$ cat src/rtl/lock_pkg.sv
package lock_pkg;
  localparam int STEP_CNT = 3;
  localparam int STATE_W  = STEP_CNT + 1;

  typedef struct packed {
    logic [STEP_CNT-1:0] sel;
  } dpCtrl_t;

  typedef struct packed {
    logic match;
  } dpStat_t;

  localparam logic [STATE_W-1:0] ST_FIRST = STATE_W'(1);
  localparam logic [STATE_W-1:0] ST_ERR   = '0;
endpackage

$ cat src/rtl/lock_datapath.sv
module lock_datapath
  import lock_pkg::*;
#(
  parameter int VAL_W = 4
) (
  input  logic                      clk,
  input  dpCtrl_t                   dpCtrl,
  input  logic [VAL_W-1:0]          entryValue,
  input  logic [STEP_CNT*VAL_W-1:0] codeBus,
  output dpStat_t                   dpStat
);
  logic [STEP_CNT-1:0][VAL_W-1:0] maskedCode;
  logic [VAL_W-1:0]               selCode;

  for (genvar g = 0; g < STEP_CNT; g++) begin : g_mask
    assign maskedCode[g] = codeBus[g*VAL_W +: VAL_W] & {VAL_W{dpCtrl.sel[g]}};
  end

  always_comb begin
    selCode = '0;
    for (int i = 0; i < STEP_CNT; i++) begin
      selCode = selCode | maskedCode[i];
    end
  end

  assign dpStat.match = (selCode == entryValue);


  sel_onehot_chk: assert property (@(posedge clk)
    disable iff ($isunknown(dpCtrl.sel)) $onehot0(dpCtrl.sel));
endmodule

$ cat src/rtl/lock_control.sv
module lock_control
  import lock_pkg::*;
(
  input  logic    clk,
  input  logic    start,
  input  logic    entryStrobe,
  input  dpStat_t dpStat,
  output dpCtrl_t dpCtrl,
  output logic    lockOpen
);
  localparam int OPEN_BIT = STATE_W - 1;

  logic [STATE_W-1:0] stateQ;
  logic [STATE_W-1:0] stateD;
  logic               legal;
  logic               stepping;

  assign legal    = ~|(stateQ & (stateQ - 1'b1));
  assign stepping = |stateQ[STEP_CNT-1:0];

  always_comb begin
    stateD = stateQ;
    if (start) begin
      stateD = ST_FIRST;
    end else if (!legal || stateQ == ST_ERR) begin
      stateD = ST_ERR;
    end else if (stateQ[OPEN_BIT]) begin
      stateD = stateQ;
    end else if (entryStrobe) begin
      stateD = dpStat.match ? (stateQ << 1) : ST_ERR;
    end
  end

  always_ff @(posedge clk) begin
    stateQ <= stateD;
  end

  assign dpCtrl.sel = stateQ[STEP_CNT-1:0];
  assign lockOpen   = stateQ[OPEN_BIT];

  // Assertion-only qualifier: becomes high after the first start.
  logic armedQ;
  always_ff @(posedge clk) begin
    armedQ <= (armedQ === 1'b1) | start;
  end


  start_first_chk: assert property (@(posedge clk)
    disable iff (armedQ !== 1'b1) start |=> stateQ == ST_FIRST);


  advance_chk: assert property (@(posedge clk)
    disable iff (armedQ !== 1'b1)
    !start && entryStrobe && dpStat.match && stepping |=> stateQ == ($past(stateQ) << 1));


  mismatch_err_chk: assert property (@(posedge clk)
    disable iff (armedQ !== 1'b1)
    !start && entryStrobe && !dpStat.match && stepping |=> stateQ == ST_ERR);


  idle_hold_chk: assert property (@(posedge clk)
    disable iff (armedQ !== 1'b1) !start && !entryStrobe |=> $stable(stateQ));


  open_sticky_chk: assert property (@(posedge clk)
    disable iff (armedQ !== 1'b1) !start && stateQ[OPEN_BIT] |=> stateQ[OPEN_BIT]);


  err_sticky_chk: assert property (@(posedge clk)
    disable iff (armedQ !== 1'b1) !start && stateQ == ST_ERR |=> stateQ == ST_ERR);


  state_legal_chk: assert property (@(posedge clk)
    disable iff (armedQ !== 1'b1) $onehot0(stateQ));
endmodule

$ cat src/rtl/combo_lock.sv
module combo_lock
  import lock_pkg::*;
#(
  parameter int VAL_W = 4
) (
  input  logic                      clk,
  input  logic                      start,
  input  logic                      entryStrobe,
  input  logic [VAL_W-1:0]          entryValue,
  input  logic [STEP_CNT*VAL_W-1:0] codeBus,
  output logic                      lockOpen,
  output logic [STEP_CNT-1:0]       codeSel
);
  dpCtrl_t dpCtrl;
  dpStat_t dpStat;

  lock_control u_ctrl (
    .clk         (clk),
    .start       (start),
    .entryStrobe (entryStrobe),
    .dpStat      (dpStat),
    .dpCtrl      (dpCtrl),
    .lockOpen    (lockOpen)
  );

  lock_datapath #(.VAL_W(VAL_W)) u_dp (
    .clk        (clk),
    .dpCtrl     (dpCtrl),
    .entryValue (entryValue),
    .codeBus    (codeBus),
    .dpStat     (dpStat)
  );

  assign codeSel = dpCtrl.sel;
endmodule

$ cat config.mk
export PLATFORM = sky130hd
export DESIGN_NAME = combo_lock
export DESIGN_NICKNAME = d
export VERILOG_FILES = /design/src/rtl/lock_pkg.sv /design/src/rtl/lock_datapath.sv /design/src/rtl/lock_control.sv /design/src/rtl/combo_lock.sv
export SDC_FILE = /design/constraint.sdc
export NUM_CORES = 1
export LEC_CHECK = 0
export ABC_AREA = 0
export BUFFER_PORTS_ARGS = -buffer_cell sky130_fd_sc_hd__buf_2
export CORE_AREA = 4 4 41 43
export CTS_CLUSTER_SIZE = 10
export DETAILED_ROUTE_END_ITERATION = 7
export DIE_AREA = 0 0 45 47
export PLACE_DENSITY = 0.51
export SETUP_SLACK_MARGIN = 0.2
export SYNTH_ARGS = -nofsm -noshare
export SYNTH_HDL_FRONTEND = slang
export SYNTH_SLANG_ARGS = --single-unit
export TNS_END_PERCENT = 100
$ cat constraint.sdc
create_clock -name clk -period 4.3 [get_ports clk]
set_clock_uncertainty 0.2 [all_clocks]
set_input_delay 0.215 -clock clk [delete_from_list [all_inputs] [get_ports clk]]
set_output_delay 0.215 -clock clk [all_outputs]
set_load 0.005 [all_outputs]
# ---- Yosys cells after proc, flatten, opt, wreduce, memory -nomap -nowiden
# Index checks and enable logic that the tools add are counted.
# Widths: inputs -> output; s select.
dict set report totals {
  input_bits 19
  wordCells 24
  reg_bits 4
}
dict set report op_classes {
  reduce_logical 7
  bitwise_logic 7
  addsub 1
  muxes 4
  n_eq_ne 2
}
# cell count
set ops {}
lappend ops {{$and 4x4->4} 4}
lappend ops {{$mux 4} 3}
lappend ops {{$or 4x4->4} 2}
lappend ops {{$eq 4x4->1} 1}
lappend ops {{$logic_not 4->1} 1}
lappend ops {{$reduce_and 2->1} 2}
lappend ops {{$reduce_or 4->1} 1}
lappend ops {{$sub 4x1->4 const B} 1}
lappend ops {{$ne 2x2->1 const B} 1}
lappend ops {{$reduce_bool 2->1} 1}
lappend ops {{$reduce_or 2->1} 1}
lappend ops {{$logic_or 1x1->1} 1}
lappend ops {{$mux 1} 1}
lappend ops {{$not 1->1} 1}

# ---- Logic depth before layout (Yosys ltp)
dict set report depth {
  ltp_word 8
  ltp_mapped 5
}

# ---- Hierarchy
# Synthesis repeated with hierarchy kept, for this count alone.
dict set report hier_totals {
  hier_cells 31
  hier_area_um2 285.3
}
# mod seq_area_each_um2 area_each_um2 cells_each n_inst
set by_module_without_submodules {}
lappend by_module_without_submodules {lock_control 80.1 203.9 22 1}
lappend by_module_without_submodules {lock_datapath 0.0 81.3 9 1}

# ---- Worst setup path after synthesis
# Ideal clock, no wire load.
dict set report synth_path {
  path_type {flip-flop to flip-flop}
  from {reg u_ctrl.stateQ[0]}
  to {reg u_ctrl.stateQ[2]}
  setup_time_ns 0.084
  path_slack_ns 2.715
  path_buffers 1
  path_stages_with_launch 6
  arrival_ns 1.301
  cell_sequence {dfxtp_1 -> buf_6 -> a222oi_1 -> xor2_1 -> nand4_1 -> o31ai_2}
}
dict set report synth_between {
  elab_chain_len 5
}
# element line
set synth_lines {}
lappend synth_lines {{start, declared} lock_control.sv:13} ;# logic [STATE_W-1:0] stateQ;
lappend synth_lines {{start signal, assigned} lock_control.sv:35} ;# stateQ <= stateD;
lappend synth_lines {{$sub 4x1->4 / $and 4x4->4 (equally long branches)} {lock_control.sv:18, lock_datapath.sv:16}}
lappend synth_lines {{$and 4x4->4 / $or 4x4->4 (equally long branches)} {lock_control.sv:18, lock_datapath.sv:22}}
lappend synth_lines {{$reduce_or 4->1 / $or 4x4->4 (equally long branches)} {lock_control.sv:18, lock_datapath.sv:22}}
lappend synth_lines {{$logic_or 1x1->1 / $eq 4x4->1 (equally long branches)} {lock_control.sv:25, lock_datapath.sv:26}}
lappend synth_lines {{$reduce_or 2->1 (no line) / $mux 4 (equally long branches)} n/a}
# Several ways; a longest one is shown, not always the timed one.
# A chain may end at the register's enable or synchronous reset.

# ---- Worst setup path in the final report
dict set report layout_path {
  from {reg u_ctrl.stateQ[2]}
  to {reg u_ctrl.stateQ[2]}
}
dict set report layout_between {
  elab_chain_len 5
}
# element line
set layout_lines {}
lappend layout_lines {{$sub 4x1->4} lock_control.sv:18} ;# assign legal = ~|(stateQ & (stateQ - 1'b1));
lappend layout_lines {{$and 4x4->4} lock_control.sv:18}
lappend layout_lines {{$reduce_or 4->1} lock_control.sv:18}
lappend layout_lines {{$logic_or 1x1->1} lock_control.sv:25} ;# end else if (!legal || stateQ == ST_ERR) begin
lappend layout_lines {{$reduce_or 2->1 (no line)} n/a}
# Several ways; a longest one is shown, not always the timed one.

==> results.tsv <==
stage	metric	value	unit
status	status	finished, final reports clean	
setup_path	Worst Path Buf+Inv	0	
layout	Largest regs	u_ctrl.stateQ (4)	
grt	antenna violations before repair	0	
clock_network	CTS tree	built	
detailed_routing	Routed Antenna Nets	0	
synth	register area share after synthesis	0.253	
layout	ant diodes	0	
grt	grt ovf	0	
clock_network	clk sinks	4	
setup_path	signal arrival time at the worst endpoint	1.63	ns
detailed_routing	detailed-route via count	360	
clock_network	clk buf depth	2	
grt	GR peak layer	met2	
detailed_routing	DRC	0	
pwr	Lkg Pwr	0.191	nW
floorplan	die span in y	47	µm
layout	Fillers	152	
timing	Final min period	1.69	ns
setup_path	CP top delay family	compound AO/OA/AOI/OAI gates	
clock_network	Clock Latency Late Sink	0.23	ns
synth	synth warn	0	
setup_path	crit end category	flop	
layout	max FFs per register	4	
layout	Final #Nets	77	
synth	Mapped Nets	53	
timing	RSZ-0062 raised after global routing	no	
detailed_routing	drt pass-1 iters	4	
placed_design	PortBufs	22	
timing	endpoints failing hold	0	
timing	Max Clock Freq	0.593	GHz
grt	M1 GR Usage	0.107	
synth	Gate Count Post-Synth	34	
timing	final setup fails	0	
setup_path	Critical Path Start Type	flop	
job	max cap viols	0	
floorplan	Initial Util	0.243	
timing	final worst path period share	0.392	
floorplan	total core area	1300	µm²
layout	post-route design area	440	µm²
setup_path	Cell Chain, Critical Path	nand2b_1, a211oi_2, o21bai_1, o31ai_2	
clock_network	Resized cells post-CTS	0	
clock_network	H-tree levels	1	
clock_network	clk slew on worst S/H paths	0.03	ns
timing	slew margin rel.	0.763	
floorplan	num rows	13	
floorplan	I/O pin count	23	
timing	setup TNS	0	ns
setup_path	crit path from	u_ctrl.stateQ[2]	
setup_path	CP max stage cell	dfxtp_1	
placed_design	routability cong.	0.756	
placed_design	DP Wirelength	678	µm
layout	Biggest register	u_ctrl.stateQ	
grt	vias in the first global route	366	
grt	met3 Usage GRT	0.0268	
pwr	maximum vdd drop	53.2	µV
clock_network	Post-CTS Setup Inserts	0	
pwr	Pwr Density	245	nW/µm²
hold_path	Worst Hold Launch	start	
setup_path	crit-path max FO	10	
setup_path	kind of critical path	flop to flop	
placed_design	Placed Area	418	µm²
synth	synthesized area per cell	9.31	µm²
detailed_routing	final WL	862	µm
floorplan	die width	45	µm
clock_network	cts hold-fix bufs	0	
synth	synth unique cells	18	
synth	Syn Std Cell Area	317	µm²
timing	Final Worst Setup Slack	2.61	ns
setup_path	critical path's largest stage delay	0.51	ns
placed_design	pre-CTS setup slack	2.61	ns
timing	WHS	0.0277	ns
setup_path	Crit Reg-Reg Startpoint	u_ctrl.stateQ[2]	
grt	GR Util met2	0.158	
clock_network	CTS buffer count	3	
hold_path	Hold Crit Class	input pin to flop	
detailed_routing	DR vias/cell	5.07	
layout	share of cells above drive strength 1	0.500	
timing	Max Slew Vio Count	0	
floorplan	Die ar.	2120	µm²
grt	global-route wire length before repair	1440	µm
timing	Worst Max-Slew Pin Slew	0.354	ns
clock_network	Root Buffer	clkbuf_4	
detailed_routing	1st-iter DRT viols	18	
setup_path	Critical Path RT	4.25	ns
grt	Global Route Usage Sum	0.0964	
layout	Area Overhead vs Synth	39.1	%
grt	largest net degree at the start of global routing	11	
synth	flop and latch count out of synthesis	4	
detailed_routing	wire length per cell	12.1	µm
[power breakdown]
part	switching [W]	internal (W)	leakage (nW)
Clock	0.0000145	0.0000312	0.0138
Sequential	0.00000206	0.0000381	0.0326
Combinational	0.00000891	0.0000131	0.144
Total	0.0000255	0.0000824	0.191
[Yosys cell counts]
| master | count | area, µm² |
|---|---|---|
| a222oi_1 | 4 | 40.0 |
| dfxtp_1 | 4 | 80.1 |
| xor2_1 | 4 | 35.0 |
| nand2_1 | 3 | 11.3 |
| nand4b_1 | 3 | 26.3 |
| buf_6 | 2 | 22.5 |
| nand2b_1 | 2 | 12.5 |
| o22ai_1 | 2 | 12.5 |
| a211oi_2 | 1 | 12.5 |
| a31o_2 | 1 | 8.76 |
| buf_2 | 1 | 5.00 |
| inv_1 | 1 | 3.75 |
| nand4_1 | 1 | 6.26 |
| nor2b_1 | 1 | 6.26 |
| nor3_1 | 1 | 5.00 |
| o21bai_1 | 1 | 7.51 |
| o31ai_2 | 1 | 12.5 |
| xnor2_1 | 1 | 8.76 |
[layout by cell type, fill, tap and decap left out, drive strengths merged]
cell,instances
nand2,3
o31ai,1
xnor2,1
nand4b,3
dfxtp,4
buf,22
nor3,1
clkbuf,3
inv,1
o22ai,2
o21bai,1
a211oi,1
xor2,4
a31o,1
nor2b,1
nand2b,2
nand4,1
a222oi,4
[kinds of logic after synthesis]
group	count (synthesis)	synth area share
XOR/XNOR	5	0.138
flip-flops	4	0.253
AO/OA/AOI/OAI	10	0.296
buffers and inverters	4	0.0988
AND/OR/NAND/NOR	11	0.213
[worst register-to-register path, stage by stage (launching register included)]
cell      delay (ns)
dfxtp_1         0.51
nand2b_1        0.11
a211oi_2        0.36
o21bai_1        0.18
o31ai_2         0.24
[path summary, 6_finish.rpt]
kind                      end  depth (start not counted)  slack, ns
max          u_ctrl.stateQ[2]                          4       2.61
min          u_ctrl.stateQ[0]                          2       0.03
max reg2reg  u_ctrl.stateQ[2]                          4       2.61
min reg2reg  u_ctrl.stateQ[3]                          2       0.40
[area by class of cell]
type	instances	area [µm²]	share of cell area
multi-input cells	26	205	0.466
well taps	15	18.8	0.0426
inverters	1	3.75	0.00852
repair buffers	22	110	0.250
flip-flops and latches	4	80.1	0.182
clock buffers	3	22.5	0.0511
[per-stage QoR]
step | utilization | instances | total power, W
6_report | 0.338 | 71 | 0.000108
5_1_grt | 0.338 | 71 | 0.000118
4_1_cts | 0.338 | 71 | 0.000111
3_5_place_dp | 0.321 | 68 | 0.0000629
3_3_place_gp | 0.321 | 68 | 0.0000630
2_1_floorplan | - | 34 | 0.0000533
[layer usage]
layer,wire (µm),vias to the layer above,part of all wire
li1,-,182,-
met1,371,170,0.43
met2,447,8,0.52
met3,43,0,0.050
met4,0,0,0
met5,0,-,0
No activity file was read; power rests on OpenSTA's default activity.
